### config.mk
export PLATFORM = sky130hd
export DESIGN_NAME = ipi_unit
export DESIGN_NICKNAME = d
export VERILOG_FILES = /design/src/rtl/ipi_pkg.sv /design/src/rtl/ipi_send_gather.sv /design/src/rtl/ipi_event_enc.sv /design/src/rtl/ipi_cpu_slice.sv /design/src/rtl/ipi_unit.sv
export SDC_FILE = /design/constraint.sdc
export NUM_CORES = 1
export LEC_CHECK = 0
export CAP_MARGIN = 0
export CORE_ASPECT_RATIO = 0.9
export CORE_MARGIN = 8
export CORE_UTILIZATION = 25
export DETAILED_ROUTE_END_ITERATION = 10
export PLACE_DENSITY = 0.83
export REMOVE_ABC_BUFFERS = 1
export SYNTH_ARGS = -nofsm -noshare
export SYNTH_HDL_FRONTEND = slang
export SYNTH_HIERARCHICAL = 1
export SYNTH_SLANG_ARGS = --single-unit
### constraint.sdc
create_clock -name clk -period 1.6 [get_ports clk]
set_input_delay 0.4 -clock clk [delete_from_list [all_inputs] [get_ports clk]]
set_output_delay 0.4 -clock clk [all_outputs]
set_load 0.02 [all_outputs]
### src/rtl/ipi_pkg.sv
package ipi_pkg;
    localparam int WORD_W    = 32;
    localparam int OTHER_BIT = 0;
    localparam int SELF_BIT  = 31;

    typedef enum logic [1:0] {
        SEL_SEND = 2'd0,
        SEL_ACK  = 2'd1,
        SEL_MSET = 2'd2,
        SEL_MCLR = 2'd3
    } ipi_sel_e;

    localparam logic [15:0] EV_TYPE_IPI  = 16'd4;
    localparam logic [15:0] EV_NUM_OTHER = 16'd1;
    localparam logic [15:0] EV_NUM_SELF  = 16'd2;

    // index 0: "other" channel, index 1: "self" channel
    typedef struct packed {
        logic [1:0] pend;
        logic [1:0] mask;
    } ipi_state_t;
endpackage

### src/rtl/ipi_send_gather.sv
module ipi_send_gather
    import ipi_pkg::*;
#(
    parameter int NCPU = 4
) (
    input  logic [NCPU-1:0]        wr_en,
    input  logic [2*NCPU-1:0]      wr_sel,
    input  logic [WORD_W*NCPU-1:0] wr_data,
    output logic [NCPU-1:0]        other_hit
);
    // OR every CPU's send target mask into one hit vector per target
    always_comb begin
        other_hit = '0;
        for (int s = 0; s < NCPU; s++) begin
            if (wr_en[s] && ipi_sel_e'(wr_sel[2*s +: 2]) == SEL_SEND) begin
                other_hit |= wr_data[WORD_W*s +: NCPU];
            end
        end
    end
endmodule

### src/rtl/ipi_event_enc.sv
module ipi_event_enc
    import ipi_pkg::*;
(
    input  logic [1:0]        pend,
    input  logic [1:0]        mask,
    output logic [WORD_W-1:0] ev_word,
    output logic [1:0]        ev_chan
);
    logic [1:0] live;

    always_comb begin
        live    = pend & ~mask;
        ev_word = '0;
        ev_chan = 2'b00;
        if (live[0]) begin
            ev_word = {EV_TYPE_IPI, EV_NUM_OTHER};
            ev_chan = 2'b01;
        end else if (live[1]) begin
            ev_word = {EV_TYPE_IPI, EV_NUM_SELF};
            ev_chan = 2'b10;
        end
    end
endmodule

### src/rtl/ipi_cpu_slice.sv
module ipi_cpu_slice
    import ipi_pkg::*;
(
    input  logic              clk,
    input  logic              rst_n,
    input  logic              other_hit,
    input  logic              wr_en,
    input  logic [1:0]        wr_sel,
    input  logic [1:0]        wr_bits,   // {data[31], data[0]}
    input  logic              ev_take,
    output logic [WORD_W-1:0] ev_word
);
    ipi_state_t st_q, st_d;
    logic [1:0] ev_chan;
    logic [1:0] ack_v, set_v, clr_v, take_v;
    logic       self_hit;

    ipi_event_enc u_enc (
        .pend    (st_q.pend),
        .mask    (st_q.mask),
        .ev_word (ev_word),
        .ev_chan (ev_chan)
    );

    always_comb begin
        self_hit = wr_en && ipi_sel_e'(wr_sel) == SEL_SEND && wr_bits[1];
        ack_v    = (wr_en && ipi_sel_e'(wr_sel) == SEL_ACK)  ? wr_bits : 2'b00;
        set_v    = (wr_en && ipi_sel_e'(wr_sel) == SEL_MSET) ? wr_bits : 2'b00;
        clr_v    = (wr_en && ipi_sel_e'(wr_sel) == SEL_MCLR) ? wr_bits : 2'b00;
        take_v   = ev_take ? ev_chan : 2'b00;

        st_d      = st_q;
        st_d.pend = (st_q.pend & ~ack_v) | {self_hit, other_hit};
        st_d.mask = (st_q.mask & ~clr_v) | set_v | take_v;
    end

    always_ff @(posedge clk) begin
        if (!rst_n) begin
            st_q <= '{pend: 2'b00, mask: 2'b11};
        end else begin
            st_q <= st_d;
        end
    end

    assert_reset_state_R1: assert property (@(posedge clk)
        !rst_n |=> (st_q.pend == 2'b00 && st_q.mask == 2'b11));

    assert_other_raise_R2: assert property (@(posedge clk) disable iff (!rst_n)
        other_hit |=> st_q.pend[0]);

    assert_ack_clear_R4: assert property (@(posedge clk) disable iff (!rst_n)
        (ack_v[0] && !other_hit) |=> !st_q.pend[0]);

    assert_take_masks_R8: assert property (@(posedge clk) disable iff (!rst_n)
        (ev_take && ev_chan[0]) |=> st_q.mask[0]);

    assert_send_beats_ack_R10: assert property (@(posedge clk) disable iff (!rst_n)
        (other_hit && ack_v[0]) |=> st_q.pend[0]);

    assert_masked_silent_R11: assert property (@(posedge clk) disable iff (!rst_n)
        (st_q.mask == 2'b11) |-> (ev_word == '0));
endmodule

### src/rtl/ipi_unit.sv
module ipi_unit
    import ipi_pkg::*;
#(
    parameter int NCPU = 4
) (
    input  logic                   clk,
    input  logic                   rst_n,
    input  logic [NCPU-1:0]        wr_en,
    input  logic [2*NCPU-1:0]      wr_sel,
    input  logic [WORD_W*NCPU-1:0] wr_data,
    input  logic [NCPU-1:0]        ev_take,
    output logic [WORD_W*NCPU-1:0] ev_word
);
    logic [NCPU-1:0] other_hit;
    logic            unused_data_bits;

    assign unused_data_bits = ^wr_data;

    ipi_send_gather #(.NCPU(NCPU)) u_gather (
        .wr_en     (wr_en),
        .wr_sel    (wr_sel),
        .wr_data   (wr_data),
        .other_hit (other_hit)
    );

    for (genvar c = 0; c < NCPU; c++) begin : g_cpu
        ipi_cpu_slice u_slice (
            .clk       (clk),
            .rst_n     (rst_n),
            .other_hit (other_hit[c]),
            .wr_en     (wr_en[c]),
            .wr_sel    (wr_sel[2*c +: 2]),
            .wr_bits   ({wr_data[WORD_W*c + SELF_BIT], wr_data[WORD_W*c + OTHER_BIT]}),
            .ev_take   (ev_take[c]),
            .ev_word   (ev_word[WORD_W*c +: WORD_W])
        );
    end
endmodule

==> impl_metrics.csv <==
group,metric,value,unit
min_path,min_from,"g_cpu[2].u_slice/st_q[1]",
power,p_per_area,545.2,mW/mm2
worst_setup_path,worstRegToRegCells,5,
clock_network,numCtsBuffers,3,
detailed_routing,ant_nets,0,
sta,setup_viol,0,
clock_network,holdBufCountCts,0,
clock_network,clock-sinks,16,
final_layout,nFillCells,822,
clock_network,cts_tree,"built",
logic_synthesis,synth_top_area_cell,"buf_4",
final_layout,area_growth,19.49,%
final_layout,final_common_cell,"conb_1",
detailed_routing,drt-total-wl,4.868,mm
logic_synthesis,syn_area,0.001964,mm2
worst_setup_path,timing.rr.end,"g_cpu[3].u_slice/st_q[1]",
die,rows,30,
worst_setup_path,critPathRequiredTime,1.74,ns
logic_synthesis,synth_area_per_cell,8.467,um2
worst_setup_path,cp-endpoint,"g_cpu[1].u_slice/st_q[2]",
worst_setup_path,arrival,1.69,ns
place,dpl_cell_area,0.002257,mm2
detailed_routing,via_count,1389,
detailed_routing,route.detailed.drc,0,
final_layout,regMostFlops,"g_cpu.u_slice/st_q",
worst_setup_path,reg2reg_from,"g_cpu[3].u_slice/st_q[2]",
sta,fin_hold_ws,0.4519,ns
final_layout,reg_top3,"g_cpu.u_slice/st_q (16)",
detailed_routing,viasPerCell,3.543,
die,core,0.007582,mm2
global_route,grt_overflow,0,
final_layout,drive_above_1_share,0.1757,
power,leakage,1.271,nW
detailed_routing,drtIter0Drc,14,
power,ir_drop,313.1,uV
worst_setup_path,cp-startpoint,"wr_sel[4]",
worst_setup_path,cp_max_fo,4,
clock_network,path_clk_slew,0.06,ns
clock_network,clockBufferDepth,2,
final_layout,nets,444,
global_route,antenna_found_initial,0,
power,p_total,0.001280,W
clock_network,clk_latency,0.24,ns
place,dp_hpwl,4.371,mm
sta,post-route-worst-setup-slack,0.04476,ns
worst_setup_path,rrSetupSlack,0.41,ns
die,fp.dieW,109.4,um
run_status,outcome,"completed",
global_route,grt_pass1_vias,1513,
min_path,holdCritPathClass,"reg2reg",
logic_synthesis,seq_area_frac_synth,0.1631,
worst_setup_path,critPathLaunchType,"input port",
sta,finClkSkew,0.0003056,ns
logic_synthesis,ys_warn_count,6,
global_route,grt_first_pass_wirelength,7.307,mm
clock_network,h-tree-depth,1,
final_layout,fin_area,0.002347,mm2
place,dp_slack,-0.3491,ns
die,io_pins,274,
global_route,grt.total_usage,0.08105,
sta,fin_crit_sh,0.9720,
clock_network,clock-root-buffer,"clkbuf_8",
job,cap_violations,0,
logic_synthesis,syn_inst,232,
die,die_h,100.1,um
sta,fin_crit,1.555,ns
worst_setup_path,critPathCaptureType,"flip-flop",
logic_synthesis,yosysTopAreaCellShare,0.4739,
final_layout,largest_reg_flops,16,
sta,finalHoldViolCount,0,
die,die_area,0.01095,mm2
place,io_buffers,49,
detailed_routing,wl_per_cell,12.42,um
logic_synthesis,yosys-top-cells-area,"buf_4, dfxtp_1, a21bo_1",
detailed_routing,dr.pass1.iters,4,
sta,drv_slew,0,
worst_setup_path,timing_worst_setup_path_type,"in2reg",
logic_synthesis,ys_ff_latch,16,
logic_synthesis,yosysUniqueCellTypes,18,
final_layout,layout_common_cells,"conb_1, clkdlybuf4s50_1, buf_4",
die,start_util,0.2591,
final_layout,antennaDiodeCount,0,
place,gp_congestion,0.7187,
sta,fmax,0.6430,GHz
global_route,grt_max_degree,18,
==> per-stage QoR <==
| step | util | instances | setup TNS, ns |
|---|---|---|---|
| 3_5_place_dp | 0.2977 | 389 | -1.839 |
| 5_1_grt | 0.3096 | 392 | -0.01938 |
| 6_report | 0.3096 | 392 | 0 |
| 4_1_cts | 0.3064 | 392 | 0 |
| 2_1_floorplan | - | 220 | 0 |
| 3_3_place_gp | 0.2977 | 389 | -1.556 |
==> logic make-up after synthesis <==
group | share of synthesized area
AOI/OAI and AO/OA | 0.1299
DFF | 0.1631
buffers and inverters | 0.4739
muxes | 0.02038
other | 0.007641
and+or+nand+nor | 0.2051
==> cell type report <==
class                      count  area (um2)  area share
multi-input combinational    204        1189      0.5064
sequential                    16       320.3      0.1365
timing repair buffer          73       676.9      0.2884
clock buffer                   3       41.29     0.01759
tap                           96       120.1     0.05117
==> critical path: stages <==
cell             delay (ns)
clkdlybuf4s50_1        0.53
nor3b_4                0.08
a22oi_2                0.18
nand2_1                0.10
nand4b_1               0.18
o221a_2                0.23
==> cell usage after synthesis <==
| library cell | number |
|---|---|
| nor3b_4 | 2 |
| dfxtp_1 | 16 |
| nor2_1 | 4 |
| nor2b_2 | 4 |
| nand3_1 | 8 |
| o221a_2 | 4 |
| mux2i_1 | 4 |
| a22oi_1 | 8 |
| and4b_1 | 8 |
| nand4b_1 | 4 |
| conb_1 | 4 |
| a211o_1 | 8 |
| nand2_1 | 8 |
| buf_4 | 124 |
| nand2b_1 | 12 |
| nand3b_1 | 4 |
| nor3b_2 | 2 |
| a21bo_1 | 8 |
==> worst min-delay path by stage <==
stage	end	slack (ns)	depth (start not counted)
2_1_floorplan	g_cpu[0].u_slice/st_q[1]	0.43	1
3_3_place_gp	g_cpu[3].u_slice/st_q[1]	0.44	1
3_5_place_dp	g_cpu[2].u_slice/st_q[1]	0.44	1
4_1_cts	g_cpu[2].u_slice/st_q[1]	0.46	1
5_1_grt	g_cpu[0].u_slice/st_q[3]	0.47	2
6_report	g_cpu[2].u_slice/st_q[1]	0.45	1
==> power by group <==
part | switching [W] | internal (W)
Combinational | 0.000357 | 0.000194
Clock | 0.000127 | 0.000167
Sequential | 0.0000133 | 0.000422
Total | 0.000497 | 0.000783
==> per-layer routing <==
layer	vias to the layer above	track usage	wire length, um
met5	-	0	0
met4	0	0.006224	12
met3	2	0.02755	427
met2	73	0.1636	2789
met1	633	0.07862	1639
li1	681	-	-
==> timing repair <==
action | in CTS | in global routing
cloned | 0 | 0
resized for setup | 32 | 20
endpoints found under the setup margin | 16 | 14
buffers inserted | 0 | 0
pin swaps | 1 | 4
Power figures use the tool's default switching activity.
